--- config.mk ---
export PLATFORM = sky130hd
export DESIGN_NAME = rng_periph
export DESIGN_NICKNAME = d
export VERILOG_FILES = /design/src/rtl/rng_pkg.sv /design/src/rtl/rng_lfsr.sv /design/src/rtl/rng_queue.sv /design/src/rtl/rng_periph.sv
export SDC_FILE = /design/constraint.sdc
export NUM_CORES = 1
export LEC_CHECK = 0
export ABC_CLOCK_PERIOD_IN_PS = 6500
export BUFFER_PORTS_ARGS = -buffer_cell sky130_fd_sc_hd__buf_2
export CAP_MARGIN = 15
export CORE_ASPECT_RATIO = 1.25
export CORE_MARGIN = 5
export CORE_UTILIZATION = 35
export DETAILED_ROUTE_END_ITERATION = 10
export GPL_ROUTABILITY_DRIVEN = 0
export PLACE_DENSITY = 0.55
export SETUP_SLACK_MARGIN = 0.15
export SYNTH_ARGS = -nofsm -noshare
export SYNTH_HDL_FRONTEND = slang
export SYNTH_HIERARCHICAL = 1
export SYNTH_SLANG_ARGS = --single-unit
--- constraint.sdc ---
create_clock -name clk -period 6.5 [get_ports clk]
set_clock_uncertainty 0.2 [all_clocks]
set_input_delay 0.975 -clock clk [delete_from_list [all_inputs] [get_ports clk]]
set_output_delay 0.975 -clock clk [all_outputs]
set_load 0.02 [all_outputs]
--- src/rtl/rng_pkg.sv ---
package rng_pkg;
    typedef enum logic [1:0] {
        ST_OFF  = 2'd0,
        ST_RUN  = 2'd1,
        ST_HALT = 2'd2,
        ST_FLUSH = 2'd3
    } rng_state_e;

    localparam logic [7:0] OFS_CTRL = 8'h00;
    localparam logic [7:0] OFS_STAT = 8'h04;
    localparam logic [7:0] OFS_DATA = 8'h08;

    localparam int CB_EN  = 2;
    localparam int CB_IE  = 3;
    localparam int CB_CED = 5;

    localparam int SB_RDY  = 0;
    localparam int SB_CLKS = 1;
    localparam int SB_SEDS = 2;
    localparam int SB_CLKF = 5;
    localparam int SB_SEDF = 6;
endpackage

--- src/rtl/rng_lfsr.sv ---
module rng_lfsr #(
    parameter logic [31:0] SEED = 32'hACE1_2468
) (
    input  logic        clk,
    input  logic        rst_n,
    input  logic        step,
    output logic [31:0] value
);
    logic [31:0] sr;
    logic        fb;

    // taps for x^32 + x^22 + x^2 + x + 1
    assign fb = sr[31] ^ sr[21] ^ sr[1] ^ sr[0];

    always_ff @(posedge clk) begin
        if (!rst_n)     sr <= SEED;
        else if (step)  sr <= {sr[30:0], fb};
    end

    assign value = sr;
endmodule

--- src/rtl/rng_queue.sv ---
module rng_queue #(
    parameter int W     = 32,
    parameter int DEPTH = 4
) (
    input  logic         clk,
    input  logic         rst_n,
    input  logic         clear,
    input  logic         push,
    input  logic [W-1:0] din,
    input  logic         pop,
    output logic [W-1:0] head,
    output logic         empty,
    output logic         full
);
    localparam int PW = (DEPTH > 1) ? $clog2(DEPTH) : 1;
    localparam int CW = $clog2(DEPTH + 1);
    localparam logic [CW-1:0] CNT_MAX = CW'(DEPTH);

    logic [W-1:0]  mem [DEPTH];
    logic [PW-1:0] wp, rp;
    logic [CW-1:0] cnt;
    logic          do_push, do_pop;

    assign empty   = (cnt == '0);
    assign full    = (cnt == CNT_MAX);
    assign do_push = push && !full;
    assign do_pop  = pop && !empty;
    assign head    = mem[rp];

    always_ff @(posedge clk) begin
        if (!rst_n || clear) begin
            wp  <= '0;
            rp  <= '0;
            cnt <= '0;
        end else begin
            if (do_push) wp <= (wp == PW'(DEPTH - 1)) ? '0 : wp + 1'b1;
            if (do_pop)  rp <= (rp == PW'(DEPTH - 1)) ? '0 : rp + 1'b1;
            if (do_push && !do_pop)      cnt <= cnt + 1'b1;
            else if (do_pop && !do_push) cnt <= cnt - 1'b1;
        end
    end

    always_ff @(posedge clk) begin
        if (do_push && !clear) mem[wp] <= din;
    end
endmodule

--- src/rtl/rng_periph.sv ---
module rng_periph #(
    parameter int          ADDR_W      = 4,
    parameter int          QDEPTH      = 4,
    parameter int          GEN_PERIOD  = 8,
    parameter int          FLUSH_READS = 12,
    parameter logic [31:0] LFSR_SEED   = 32'hACE1_2468
) (
    input  logic              clk,
    input  logic              rst_n,
    input  logic [ADDR_W-1:0] bus_addr,
    input  logic              bus_wr_en,
    input  logic [31:0]       bus_wr_data,
    input  logic              bus_rd_en,
    output logic [31:0]       bus_rd_data,
    input  logic              seed_fault_i,
    input  logic              clk_fault_i,
    output logic              irq_o
);
    import rng_pkg::*;

    localparam int GW = (GEN_PERIOD > 1) ? $clog2(GEN_PERIOD) : 1;
    localparam int FW = $clog2(FLUSH_READS + 1);
    localparam logic [GW-1:0] GEN_LAST  = GW'(GEN_PERIOD - 1);
    localparam logic [FW-1:0] FLUSH_END = FW'(FLUSH_READS);

    rng_state_e state, nxt;

    logic ctrl_en, ctrl_ie, ctrl_ced;
    logic seed_flag, clk_flag, clk_now;
    logic [GW-1:0] gen_cnt;
    logic [FW-1:0] flush_cnt;

    logic sel_ctrl, sel_stat, sel_data;
    logic gen_run, q_clear, seed_now, seed_set, flush_done;
    logic q_push, q_pop, q_empty, q_full;
    logic [31:0] lfsr_val, q_head, stat_word;

    assign sel_ctrl = (bus_addr == OFS_CTRL[ADDR_W-1:0]);
    assign sel_stat = (bus_addr == OFS_STAT[ADDR_W-1:0]);
    assign sel_data = (bus_addr == OFS_DATA[ADDR_W-1:0]);

    assign flush_done = (flush_cnt == FLUSH_END);

    // state register
    always_ff @(posedge clk) begin
        if (!rst_n) state <= ST_OFF;
        else        state <= nxt;
    end

    always_comb begin
        nxt = state;
        unique case (state)
            ST_OFF:   if (ctrl_en) nxt = ST_RUN;
            ST_RUN:   if (!ctrl_en) nxt = ST_OFF;
                      else if (seed_fault_i) nxt = ST_HALT;
            ST_HALT:  if (!ctrl_en) nxt = ST_OFF;
                      else if (!seed_fault_i) nxt = ST_FLUSH;
            ST_FLUSH: if (!ctrl_en) nxt = ST_OFF;
                      else if (seed_fault_i) nxt = ST_HALT;
                      else if (flush_done && !seed_flag) nxt = ST_RUN;
            default:  nxt = ST_OFF;
        endcase
    end

    // per-state outputs
    always_comb begin
        gen_run  = 1'b0;
        q_clear  = 1'b0;
        seed_now = 1'b0;
        unique case (state)
            ST_OFF:   q_clear = 1'b1;
            ST_RUN:   gen_run = 1'b1;
            ST_HALT:  begin q_clear = 1'b1; seed_now = 1'b1; end
            ST_FLUSH: ;
            default:  q_clear = 1'b1;
        endcase
        seed_set = (state != ST_HALT) && (nxt == ST_HALT);
    end

    always_ff @(posedge clk) begin
        if (!rst_n) begin
            ctrl_en  <= 1'b0;
            ctrl_ie  <= 1'b0;
            ctrl_ced <= 1'b0;
        end else if (bus_wr_en && sel_ctrl) begin
            ctrl_en  <= bus_wr_data[CB_EN];
            ctrl_ie  <= bus_wr_data[CB_IE];
            ctrl_ced <= bus_wr_data[CB_CED];
        end
    end

    always_ff @(posedge clk) begin
        if (!rst_n) begin
            seed_flag <= 1'b0;
            clk_flag  <= 1'b0;
            clk_now   <= 1'b0;
        end else begin
            clk_now <= clk_fault_i && !ctrl_ced;
            if (seed_set)
                seed_flag <= 1'b1;
            else if (bus_wr_en && sel_stat && !bus_wr_data[SB_SEDF])
                seed_flag <= 1'b0;
            if (clk_fault_i && !ctrl_ced)
                clk_flag <= 1'b1;
            else if (bus_wr_en && sel_stat && !bus_wr_data[SB_CLKF])
                clk_flag <= 1'b0;
        end
    end

    always_ff @(posedge clk) begin
        if (!rst_n || !gen_run)  gen_cnt <= '0;
        else if (!q_full)        gen_cnt <= (gen_cnt == GEN_LAST) ? '0 : gen_cnt + 1'b1;
    end

    always_ff @(posedge clk) begin
        if (!rst_n || state != ST_FLUSH)
            flush_cnt <= '0;
        else if (bus_rd_en && sel_data && !flush_done)
            flush_cnt <= flush_cnt + 1'b1;
    end

    assign q_push = gen_run && !q_full && (gen_cnt == GEN_LAST);
    assign q_pop  = bus_rd_en && sel_data && gen_run && !q_empty;

    rng_lfsr #(.SEED(LFSR_SEED)) u_src (
        .clk(clk), .rst_n(rst_n), .step(gen_run), .value(lfsr_val)
    );

    rng_queue #(.W(32), .DEPTH(QDEPTH)) u_q (
        .clk(clk), .rst_n(rst_n), .clear(q_clear),
        .push(q_push), .din(lfsr_val), .pop(q_pop),
        .head(q_head), .empty(q_empty), .full(q_full)
    );

    always_comb begin
        stat_word          = '0;
        stat_word[SB_RDY]  = !q_empty;
        stat_word[SB_CLKS] = clk_now;
        stat_word[SB_SEDS] = seed_now;
        stat_word[SB_CLKF] = clk_flag;
        stat_word[SB_SEDF] = seed_flag;
    end

    always_ff @(posedge clk) begin
        if (!rst_n) begin
            bus_rd_data <= '0;
        end else if (bus_rd_en) begin
            bus_rd_data <= '0;
            if (sel_ctrl) begin
                bus_rd_data[CB_EN]  <= ctrl_en;
                bus_rd_data[CB_IE]  <= ctrl_ie;
                bus_rd_data[CB_CED] <= ctrl_ced;
            end else if (sel_stat) begin
                bus_rd_data <= stat_word;
            end else if (sel_data && q_pop) begin
                bus_rd_data <= q_head;
            end
        end
    end

    assign irq_o = ctrl_ie && (!q_empty || seed_flag || clk_flag);
endmodule

# ---- Word level (Yosys, flattened, before mapping)
# Memory sizes are Yosys's and may differ from the RTL's. A register that Yosys moved wholly into a read port is not among the register bits.
# Cells that the tools add are included.
dict set report totals {
  ff_bits 86
  output_inout_bits 33
  ram_bits 128
  inputBits 42
  wordCells 113
  memories 1
}
dict set report classes {
  eq_ne 13
  muxes 32
  bitwise 3
  add_sub_neg 6
  reduce_logical 44
}
# name words width rd rd_ports_with_merged_regs write_ports line
set memory_table {}
lappend memory_table {u_q.mem 4 32 1 1 1 rng_queue.sv:19} ;# logic [W-1:0] mem [DEPTH];
# operator count
set ops {}
lappend ops {{32-bit two-way mux} 2}
lappend ops {{2-bit two-way mux} 14}
lappend ops {{26-bit two-way mux} 1}
lappend ops {{1-bit logical AND} 20}
lappend ops {{1-bit zero test} 12}
lappend ops {{1-bit two-way mux} 11}
lappend ops {{2-bit == test, second input constant} 5}
lappend ops {{3-bit two-way mux} 3}
lappend ops {{4-bit == test, second input constant} 2}
lappend ops {{2-bit case mux with 4 select lines} 1}
lappend ops {{3-bit by 1-bit adder with 3-bit output, second input constant} 2}
lappend ops {{3-bit == test, second input constant} 2}
lappend ops {{2-bit nonzero test} 3}
lappend ops {{1-bit logical OR} 5}
lappend ops {{2-bit by 1-bit adder with 2-bit output, second input constant} 2}
lappend ops {{4-bit by 1-bit adder with 4-bit output, second input constant} 1}
lappend ops {{4-bit by 3-bit == test with 1-bit output, second input constant} 1}
lappend ops {{4-bit zero test} 1}
lappend ops {{2-bit inequality test, second input constant} 2}
lappend ops {{3-bit zero test} 1}
lappend ops {{3-bit by 1-bit subtractor with 3-bit output, second input constant} 1}
lappend ops {{1-bit XOR} 3}
lappend ops {{2-bit by 1-bit == test with 1-bit output, second input constant} 1}
lappend ops {{2-bit zero test} 1}
lappend ops {{2-bit OR reduction} 1}

# ---- Longest topological paths before layout
dict set report depth {
  ltp_word 9
  depth_mapped 12
  ltp_nobuf 11
}

# ---- Modules after synthesis
# Netlist, hierarchy kept.
# mod area_each_um2 seq_area_each_um2 instances cells_each
set by_module_without_submodules {}
lappend by_module_without_submodules {rng_queue 5076.1 4023.9 1 217}
lappend by_module_without_submodules {rng_periph 2209.6 940.9 1 245}
lappend by_module_without_submodules {rng_lfsr 1218.7 640.6 1 106}

# ---- Least setup slack after synthesis
# OpenSTA, ideal clock, no wires.
dict set report synth_path {
  kind {reg-to-reg}
  startpoint {register u_q.cnt[0]}
  endpoint {memory u_q.mem[0][0], enable pin}
  t_arrival_ps 3447
  setup_ps 468
  path_stages_with_launch 6
  synth_period_minus_slack_ps 4115
  path_buffers 0
  t_required_ps 5832
  setup_slack_ps 2385
  cell_sequence {dfxtp_1 or3b_1 inv_1 and3b_1 nand2_1 nor3b_1}
}
dict set report synth_via {
  elab_chain_len 8
}
# item line
set synth_lines {}
lappend synth_lines {{start: declaration} rng_queue.sv:21} ;# logic [CW-1:0] cnt;
lappend synth_lines {{start signal: assignment} rng_queue.sv:38} ;# if (do_push && !do_pop) cnt <= cnt + 1'b1;
lappend synth_lines {{start signal: assignment} rng_queue.sv:39} ;# else if (do_pop && !do_push) cnt <= cnt - 1'b1;
lappend synth_lines {{3-bit == test} rng_queue.sv:25} ;# assign full = (cnt == CNT_MAX);
lappend synth_lines {{net q_full} rng_periph.sv:35} ;# logic q_push, q_pop, q_empty, q_full;
lappend synth_lines {{1-bit zero test} rng_periph.sv:122} ;# assign q_push = gen_run && !q_full && (gen_cnt == GEN_LAST);
lappend synth_lines {{1-bit logical AND (2 in series)} rng_periph.sv:122}
lappend synth_lines {{net q_push} rng_periph.sv:35}
lappend synth_lines {{1-bit logical AND} rng_queue.sv:26} ;# assign do_push = push && !full;
lappend synth_lines {{1-bit logical AND} rng_queue.sv:44} ;# if (do_push && !clear) mem[wp] <= din;
lappend synth_lines {{1-bit two-way mux} rng_queue.sv:44}
lappend synth_lines {{1-bit two-way mux (implied by the code)} rng_queue.sv:44}
lappend synth_lines {{end: declaration} rng_queue.sv:19}
# The timed path passes the listed nets, and every way through them passes these cells.

# ---- Worst setup path after layout
dict set report layout_path {
  startpoint {input bus_rd_en}
  endpoint {register u_q.cnt[2]}
}
dict set report layout_via {
  elab_chain_len 7
  elab_cells_between_ends 9
  classes_between {1 x mux; 8 x reduce/logical}
}
# item line
set layout_lines {}
lappend layout_lines {{start: declaration} rng_periph.sv:13} ;# input logic bus_rd_en,
lappend layout_lines {{1-bit logical AND (*) (3 in series)} rng_periph.sv:123} ;# assign q_pop = bus_rd_en && sel_data && gen_run && !q_empty;
lappend layout_lines {{net q_pop} rng_periph.sv:35}
lappend layout_lines {{1-bit logical AND (*)} rng_queue.sv:27} ;# assign do_pop = pop && !empty;
lappend layout_lines {{1-bit zero test} rng_queue.sv:38}
lappend layout_lines {{1-bit logical AND} rng_queue.sv:38}
lappend layout_lines {{3-bit two-way mux / 2-bit nonzero test (equally long branches)} --}
# Mark *: on every way through the listed nets, which the timed path passes. The rest lies on a longest branch.
# A chain may end at the register's enable or synchronous reset.

==> results.cfg <==
[run_status]
status = finished clean

[clocking]
clk_latency_ns = 0.50
root_buffer = clkbuf_16
cts_buffer_depth = 3
cts_setup_buffers = 0
cts_sinks = 216
numCtsBuffers = 23
holdBufCountCts = 0
ctsResizeCount = 0
cts_tree = yes
clkTransAtPathRegs_ns = 0.06
htree_levels = 1

[critical_path]
cp_max_fo = 40
reg2reg_from = state[0]$_SDFF_PN0_
worstSetupEndpoint = u_q/cnt[2]$_SDFFE_PP0P_
cp-start-kind = input pin
cp.required_ns = 6.73
worstReg2RegEnd = u_q/cnt[2]$_SDFFE_PP0P_
worstSetupStartpoint = bus_rd_en
rr_worst_depth = 11
cpMaxStageDelayCell = buf_2
critPathKind = in2reg
slowest_delay_ns = 0.55
regToRegSetupSlack_ns = 3.18
cp-end-kind = register
cp_data_arrival_time_ns = 3.68
crit_chain = buf_2, nor3b_4, buf_4, nand2_1, nor2_1, o31ai_1, ha_1, inv_1, fa_1, xor2_1, or3_1, a21oi_1

[sta]
setup_tns_ns = 0
rsz0062_at_grt = no
post-route-period-util_pct = 53.1
setup_viol = 0
period_needed_ns = 3.45
setup_ws_ns = 3.05
maxSlewViolCount = 0
max_freq_mhz = 290
worstMarginPinSlew_ns = 0.937
final-hold-violation-count = 0
slew_headroom_pct = 37.6

[synthesis]
synth_xor_area_share_pct = 0.486
yosysUniqueCellTypes = 49
synth_edf_count = 128
synth-simple-area-share_pct = 12.0
synth_seq_cells = 216
synth_ff_type = edfxtp_1
synth_cells = 568
ys_seq_area_share_pct = 65.9
yosysWarnings = 6
synth_compound_area_share_pct = 4.33
avgSynthCellArea_um2 = 15.0
synthAdderAreaFrac_pct = 1.71
synthesis.nets = 621
synth.cell_area_mm2 = 0.00850
yosysTopAreaCell = edfxtp_1
synth_top_area_share_pct = 45.2
synth-async-reset-ratio_pct = 0
synth_top_family_by_area = multiplexers
muxShareOfSynthArea_pct = 13.0
netlist_top_cells_area = edfxtp_1 (45%), dfxtp_1 (21%), mux4_2 (8.5%)

[power]
power_leakage_nw = 3.35
power_density_mw_per_mm2 = 283
vdd_drop_max_uv = 145
p_total_w = 0.00279

[route]
route.detailed.drc = 0
drt-total-wl_um = 17200
routedWlPerCell_um = 17.9
via_per_inst = 5.04
drt_iter0_markers = 213
vias = 4831
ant_nets = 0
dr.pass1.iters = 4

[cells_and_area]
layout.nets = 669
mostFrequentLayoutCells = edfxtp_1 (128), dfxtp_1 (87), buf_2 (46)
drive_above_1_share_pct = 22.0
syn2layout_area_growth_pct = 15.7
final_common_cell = edfxtp_1
diodes = 0
fillCellCount = 2184

[floorplanning]
io_pins = 75
die_area_mm2 = 0.0275
die_y_um = 184
row_count = 63
coreArea_mm2 = 0.0238
start_util_pct = 35.7
die_w_um = 149

[placed_design]
port-buffer-count = 46
dp_hpwl_um = 9580
post-place-ws_ns = 2.50

[global_routing]
grt_pass1_wl_um = 27600
track_usage_pct = 12.7
grt_pass1_vias = 4988
grt_max_degree = 47
antenna_found_initial = 0
grt-ovfl-total = 0

[worst_hold_path]
hp-class = reg2reg
min_path_cells = 2

[job]
drv_cap = 0
[cells in the mapped netlist (all sizes together), types with 3 or more instances]
| library cell | number |
|---|---|
| a21oi | 40 |
| a31oi | 6 |
| buf | 19 |
| clkbuf | 14 |
| dfxtp | 88 |
| edfxtp | 128 |
| ha | 10 |
| inv | 12 |
| mux2i | 36 |
| mux4 | 32 |
| nand2 | 26 |
| nand2b | 28 |
| nand3 | 10 |
| nand4b | 31 |
| nor2 | 12 |
| nor2b | 24 |
| nor3 | 3 |
| nor3b | 5 |
| o21ai | 9 |
| o31ai | 6 |
[critical path, delay by kind of cell]
| kind | cells | cell delay [ns] |
|---|---|---|
| buf+inv | 3 | 1.09 |
| simple gates | 4 | 0.79 |
| fa+ha+maj | 2 | 0.44 |
| compound gates | 2 | 0.28 |
| xor+xnor | 1 | 0.09 |
[layer usage]
layer	share of wire [%]	global-route usage, %	vias up
li1	-	-	2256
met5	0	0	-
met1	40	14.9	2461
met3	5.8	2.80	23
met4	1.8	3.77	0
met2	52	23.0	91
[report_power, final]
part | total (W) | internal [W] | switching (W) | leakage (nW)
registers | 0.00144 | 0.00144 | 0.00000235 | 2.02
logic | 0.0000406 | 0.0000139 | 0.0000267 | 0.962
clock network | 0.00131 | 0.000794 | 0.000514 | 0.368
total | 0.00279 | 0.00224 | 0.000543 | 3.35
[cell families after synthesis]
logic type,count (synthesis)
muxes,70
and+or+nand+nor,157
buffers and inverters,45
AOI/OAI and AO/OA,66
adders and majority gates,11
xor gates and xnor gates,3
DFF,216
[worst min-delay path by stage]
stage	slack, ns	from	end
after global placement	0.24	ctrl_ced$_SDFFE_PN0P_	clk_now$_SDFF_PN0_
after detailed placement	0.26	bus_rd_data[24]$_SDFFE_PN0P_	bus_rd_data[24]$_SDFFE_PN0P_
after global routing	0.29	bus_rd_data[25]$_SDFFE_PN0P_	bus_rd_data[25]$_SDFFE_PN0P_
after floorplan	0.22	ctrl_ced$_SDFFE_PN0P_	clk_now$_SDFF_PN0_
after CTS	0.27	bus_rd_data[24]$_SDFFE_PN0P_	bus_rd_data[24]$_SDFFE_PN0P_
final	0.27	bus_rd_data[24]$_SDFFE_PN0P_	bus_rd_data[24]$_SDFFE_PN0P_
[registers in the layout, summed over array words and instances (netlist names), 2 cells and up, named ones only]
register and flops:
bus_rd_data 32, gen_cnt 3, state 2, u_q/cnt 3, flush_cnt 4, u_q/wp 2
u_q/mem 128, u_q/rp 2, u_src/value 32
[stage by stage]
stage / util (%) / hold slack [ns] / area, um2 / cells
after CTS: 41.3 / 0.268 / 9840 / 958
after global placement: 38.1 / 0.241 / 9070 / 916
after global routing: 41.3 / 0.290 / 9840 / 958
final: 41.3 / 0.265 / 9840 / 958
after detailed placement: 38.1 / 0.258 / 9070 / 916
after floorplan: - / 0.217 / 8500 / 568
[final cells by class]
cell class / count / area, um2 / share of cell area, %
flip-flops and latches: 216 / 5610 / 57.0
clock buffers: 28 / 614 / 6.24
clock inverters: 14 / 156 / 1.59
repair buffers: 56 / 305 / 3.10
inverters: 12 / 45.0 / 0.458
multi-input cells: 307 / 2710 / 27.5
well taps: 325 / 407 / 4.13
Power figures use the tool's default switching activity.
